File: src/rtl/hexfmt_pkg.sv
package hexfmt_pkg;
    localparam int NIB_W = 4;
    localparam logic [7:0] CH_CR   = 8'h0D;
    localparam logic [7:0] CH_LF   = 8'h0A;
    localparam logic [7:0] CH_ZERO = 8'h30;
    localparam logic [7:0] CH_A    = 8'h41;

    typedef enum logic [1:0] {
        SLOT_DIGIT = 2'd0,
        SLOT_CR    = 2'd1,
        SLOT_LF    = 2'd2
    } slot_kind_e;

    function automatic logic [7:0] nib_to_char(input logic [NIB_W-1:0] n);
        logic [7:0] wide;
        wide = {{(8-NIB_W){1'b0}}, n};
        if (wide < 8'd10)
            return CH_ZERO + wide;
        else
            return CH_A + (wide - 8'd10);
    endfunction
endpackage

File: src/rtl/hexfmt_digit_lut.sv
module hexfmt_digit_lut
    import hexfmt_pkg::*;
(
    input  logic [NIB_W-1:0] nib,
    output logic [7:0]       ch
);
    always_comb begin
        ch = nib_to_char(nib);
    end

    // the character lands in the digit run or the letter run
    always_comb begin
        p_char_class_r4: assert ((ch >= 8'h30 && ch <= 8'h39) || (ch >= 8'h41 && ch <= 8'h46))
            else $error("character outside hex alphabet");
    end
endmodule

File: src/rtl/hexfmt_seq.sv
module hexfmt_seq
    import hexfmt_pkg::*;
#(
    parameter int DIGITS = 4,
    localparam int SLOTS = DIGITS + 2,
    localparam int POS_W = $clog2(SLOTS),
    localparam int IDX_W = (DIGITS > 1) ? $clog2(DIGITS) : 1
)(
    input  logic             clk,
    input  logic             rst,
    input  logic             in_valid,
    output logic             in_ready,
    output logic             load,
    output logic             out_valid,
    input  logic             out_ready,
    output slot_kind_e       kind,
    output logic [IDX_W-1:0] digit_idx
);
    typedef struct packed {
        logic             busy;
        logic [POS_W-1:0] pos;
    } seq_state_t;

    localparam logic [POS_W-1:0] POS_CR   = POS_W'(DIGITS);
    localparam logic [POS_W-1:0] POS_LAST = POS_W'(DIGITS + 1);

    seq_state_t st_q, st_d;
    logic       fire;

    assign in_ready  = !st_q.busy;
    assign out_valid = st_q.busy;
    assign load      = in_valid && !st_q.busy;
    assign fire      = st_q.busy && out_ready;

    always_comb begin
        st_d = st_q;
        if (load) begin
            st_d.busy = 1'b1;
            st_d.pos  = '0;
        end else if (fire) begin
            if (st_q.pos == POS_LAST) begin
                st_d.busy = 1'b0;
                st_d.pos  = '0;
            end else begin
                st_d.pos = st_q.pos + 1'b1;
            end
        end
    end

    always_ff @(posedge clk) begin
        if (rst) st_q <= '{busy: 1'b0, pos: '0};
        else     st_q <= st_d;
    end

    always_comb begin
        if (st_q.pos < POS_CR)       kind = SLOT_DIGIT;
        else if (st_q.pos == POS_CR) kind = SLOT_CR;
        else                         kind = SLOT_LF;
        digit_idx = IDX_W'(DIGITS - 1 - int'(st_q.pos));
    end

    // an accepted word makes the block busy at once
    p_accept_busy_r6: assert property (@(posedge clk) disable iff (rst)
        (in_valid && in_ready) |=> (out_valid && !in_ready));

    // position never runs past the line feed slot
    p_pos_bound_r5: assert property (@(posedge clk) disable iff (rst)
        st_q.pos <= POS_LAST);
endmodule

File: src/rtl/hexword_line_fmt.sv
module hexword_line_fmt
    import hexfmt_pkg::*;
#(
    parameter int WORD_W = 16,
    localparam int DIGITS = WORD_W / NIB_W,
    localparam int IDX_W  = (DIGITS > 1) ? $clog2(DIGITS) : 1
)(
    input  logic              clk,
    input  logic              rst,
    input  logic              in_valid,
    output logic              in_ready,
    input  logic [WORD_W-1:0] in_word,
    output logic              out_valid,
    input  logic              out_ready,
    output logic [7:0]        out_byte
);
    logic [WORD_W-1:0] word_q;
    logic              load;
    slot_kind_e        kind;
    logic [IDX_W-1:0]  digit_idx;
    logic [7:0]        chars [DIGITS];

    hexfmt_seq #(.DIGITS(DIGITS)) i_seq (
        .clk       (clk),
        .rst       (rst),
        .in_valid  (in_valid),
        .in_ready  (in_ready),
        .load      (load),
        .out_valid (out_valid),
        .out_ready (out_ready),
        .kind      (kind),
        .digit_idx (digit_idx)
    );

    always_ff @(posedge clk) begin
        if (rst)       word_q <= '0;
        else if (load) word_q <= in_word;
    end

    for (genvar g = 0; g < DIGITS; g++) begin : g_lut
        hexfmt_digit_lut i_lut (
            .nib (word_q[g*NIB_W +: NIB_W]),
            .ch  (chars[g])
        );
    end

    always_comb begin
        case (kind)
            SLOT_DIGIT: out_byte = chars[digit_idx];
            SLOT_CR:    out_byte = CH_CR;
            default:    out_byte = CH_LF;
        endcase
    end

    // a stalled byte is held
    p_stall_hold_r7: assert property (@(posedge clk) disable iff (rst)
        (out_valid && !out_ready) |=> (out_valid && $stable(out_byte)));

    // taking the line feed frees the input side
    p_lf_release_r6: assert property (@(posedge clk) disable iff (rst)
        (out_valid && out_ready && out_byte == CH_LF) |=> (in_ready && !out_valid));

    // the byte after a taken CR is LF
    p_cr_then_lf_r5: assert property (@(posedge clk) disable iff (rst)
        (out_valid && out_ready && out_byte == CH_CR) |=> (out_valid && out_byte == CH_LF));
endmodule

File: config.mk
export PLATFORM = sky130hd
export DESIGN_NAME = hexword_line_fmt
export DESIGN_NICKNAME = d
export VERILOG_FILES = /design/src/rtl/hexfmt_pkg.sv /design/src/rtl/hexfmt_digit_lut.sv /design/src/rtl/hexfmt_seq.sv /design/src/rtl/hexword_line_fmt.sv
export SDC_FILE = /design/constraint.sdc
export NUM_CORES = 1
export LEC_CHECK = 0
export ABC_AREA = 1
export BUFFER_PORTS_ARGS = -buffer_cell sky130_fd_sc_hd__buf_2
export CAP_MARGIN = 20
export CORE_UTILIZATION = 51
export CTS_CLUSTER_SIZE = 16
export DETAILED_ROUTE_END_ITERATION = 10
export PLACE_DENSITY = 0.77
export SLEW_MARGIN = 20
export SYNTH_ARGS = -nofsm -noshare
export SYNTH_HDL_FRONTEND = slang
export SYNTH_SLANG_ARGS = --single-unit
File: constraint.sdc
create_clock -name clk -period 1.35 [get_ports clk]
set_input_delay 0.0675 -clock clk [delete_from_list [all_inputs] [get_ports clk]]
set_output_delay 0.0675 -clock clk [all_outputs]
set_load 0.1 [all_outputs]
==> results_dict.tcl <==
set metrics [dict create \
    setup_viol 7 \
    min_from "in_word[12]" \
    dp_hpwl_um 3530 \
    hold_end "word_q[12]" \
    finalCriticalPeriod_ns 1.98 \
    worstPathRequired_ns 1.28 \
    crit_chain "inv_2 -> ha_4 -> inv_2 -> ha_4 -> nand3_2 -> inv_1 -> nand2_1 -> nand3_2 -> nand2_1 -> nand2_1 -> nand2_2 -> clkinvlp_4 -> buf_12" \
    critPathSlowestCell "dfxtp_2" \
    crit_path_max_fanout 3 \
    synth_cells 290 \
    p_int_mw 1.25 \
    syn2layout_area_growth_pct 56.1 \
    worstHoldPathCells 3 \
    synthDistinctLibCells 27 \
    path_class "reg2out" \
    cts_buffer_depth 2 \
    grt_start_max_net_pins 17 \
    grt_util_all_layers_pct 29.0 \
    synth_fp_nets 326 \
    dp_cells 387 \
    setup_tns_ns -4.11 \
    dp_slack_ns -0.299 \
    layout_commonest_cell "nand2_1" \
    max_cap_violations 0 \
    yosys_most_used_dff "dfxtp_1" \
    wirelength_um 4870 \
    n_antenna_cell 0 \
    portBuffers 28 \
    drt-initial-drc-count 119 \
    drc 0 \
    ff2ff_path_depth 7 \
    postSynthAreaPerCell_um2 6.00 \
    grt_overflow_total 0 \
    violations "negative hold slack, negative setup slack" \
    final_cells 399 \
    seq_power_share_pct 31.7 \
    synth_edf_count 0 \
    crit_top_cell "nand2_1" \
    synthesis.area_um2 1740 \
    start_util_pct 55.2 \
    gp_congestion 0.932 \
    busiest_layer "met2" \
    fin_hold_ws_ns -0.0161 \
    htree_levels 1 \
    core_area_um2 3150 \
    final_hold_viol_count 3 \
    synth_seq_cells 20 \
    grt.met3_usage_pct 3.20 \
    grt_pass1_vias 1834 \
    rsz0062_at_grt "true" \
    slowest_delay_ns 0.35 \
    peakVddDrop_mv 0.562 \
    clock_skew_ns 0.00627 \
    finalCritPeriodShare_pct 147 \
    status "complete, but fails checks" \
    first_pass_iters 5 \
    path_delay_family "buffers and inverters" \
    critPathLaunchType "flip-flop" \
    hold_class "in2reg" \
    ant_nets 0 \
    die_x_um 60.4 \
    clkSlewWorstSetupHoldPaths_ns 0.13 \
    p_comb_share_pct 50.7 \
    power.total_mw 2.15 \
    die_area_um2 3650 \
    cp.arrival_ns 1.91 \
    drive_above_1_share_pct 47.3 \
    clkPwrFrac_pct 17.7 \
    numCtsBuffers 3 \
    vias 2005 \
    cp.buffers_inverters 5 \
    p_per_area_nw_per_um2 792 \
    root_buffer "clkbuf_4" \
    layout.nets 392 \
    cts_num_sinks 20 \
    r2r_slack_ns 0.07 \
    seq_area_frac_synth_pct 23.0 \
    grtUsageMet1_pct 38.5 \
    die_y_um 60.4 \
    use_met2_pct 49.8 \
    avgRoutedWirePerCell_um 12.2 \
    netSwitchingPower_uw 898 \
    worstSetupEndpointType "primary output" \
    swShare_pct 41.8 \
    nFillCells 204 \
    rows 20 \
    r2r_start "i_seq.st_q[0]" \
    final_cell_mix "67 x nand2_1, 37 x buf_4, 23 x nor2_1, 21 x buf_2, 20 x o21ai_0" \
    clk_latency_ns 0.32 \
    grt_antenna_before_repair 0 \
    yosysWarnings 0 \
    grt_pass1_wl_um 7860 \
    fin_ws_ns -0.632 \
    fmax_mhz 505 \
    leakage_nw 1.29 \
    r2r_end "i_seq.out_valid" \
    io_pins 30 \
    maxSlewViolCount 0 \
    viasPerCell 5.03 \
    async_flop_share_pct 0 \
    cts_tree "done" \
]
-- flip-flops by register name, indices dropped and copies added (netlist names) --
name	count
word_q	16
i_seq.out_valid	1
i_seq.st_q	3
-- worst min-delay path, delay by kind of cell --
family | cells | cell delay, ns
AO/OA/AOI/OAI | 1 | 0.07
AND/OR/NAND/NOR | 1 | 0.07
buffers and inverters | 1 | 0.07
-- cell families after synthesis --
logic type | count (synthesis) | share of synthesized area, %
xor gates and xnor gates | 3 | 1.51
AOI/OAI and AO/OA | 53 | 16.0
adders and majority gates | 16 | 11.5
buffers and inverters | 57 | 14.3
other | 1 | 0.216
DFF | 20 | 23.0
and+or+nand+nor | 140 | 33.5
-- metrics by stage --
| stage | utilization (%) | cell area [um2] |
|---|---|---|
| floorplan | - | 1970 |
| global placement | 78.6 | 2480 |
| detailed placement | 78.6 | 2480 |
| CTS | 82.9 | 2610 |
| global route | 86.1 | 2720 |
| finish | 86.1 | 2720 |
-- power groups by stage --
stage | registers, mW | clock network (mW) | logic [mW]
after global placement | 0.684 | 0 | 0.955
final | 0.682 | 0.380 | 1.09
after global routing | 0.687 | 0.402 | 1.18
after CTS | 0.676 | 0.367 | 1.02
after floorplan | 0.713 | 0 | 0.646
after detailed placement | 0.686 | 0 | 0.979
-- worst max path at each step --
stage / start / cells after the start / end
final: word_q[14] / 13 / out_byte[4]
after global routing: word_q[13] / 12 / out_byte[4]
after CTS: word_q[9] / 12 / out_byte[4]
after detailed placement: word_q[1] / 13 / out_byte[2]
after global placement: word_q[5] / 11 / out_byte[4]
after floorplan: word_q[2] / 10 / out_byte[6]
-- routing by layer --
| layer | share of wire (%) | vias to the layer above |
|---|---|---|
| met4 | 1.7 | 0 |
| met1 | 47 | 907 |
| met2 | 47 | 48 |
| met3 | 4.2 | 7 |
| li1 | - | 1043 |
| met5 | 0 | - |
-- what timing repair did --
action | CTS | global route
hold endpoints to repair | 1 | 0
pin swaps | 8 | 16
resized for setup | 20 | 28
cloned | 0 | 0
setup buffers | 4 | 3
setup endpoints to repair | 7 | 7
hold buffers | 1 | 0
-- cell usage after synthesis, types with 2 or more instances --
master    number  area (um2)
inv_1         39         146
clkbuf_2       2        10.0
buf_6          2        22.5
a21oi_1       21         105
nor2_1        27         101
dfxtp_1       20         400
o21ai_1        4        20.0
o211ai_1       2        15.0
clkinv_1       2        7.51
nand2_1       85         319
nand2_2        2        12.5
inv_2          6        22.5
ha_1          16         200
o21ai_0       24         120
nand3_1       22         110
xnor2_1        3        26.3
buf_2          3        15.0
-- layout make-up --
type	instances	area, um2	share of cell area, %
Multi-Input combinational cell	213	1400	51.5
Clock buffer	4	36.3	1.34
Tap cell	44	55.1	2.03
Inverter	49	226	8.34
Timing Repair Buffer	69	584	21.5
Sequential cell	20	414	15.3
(Power assumes the default switching activity.)
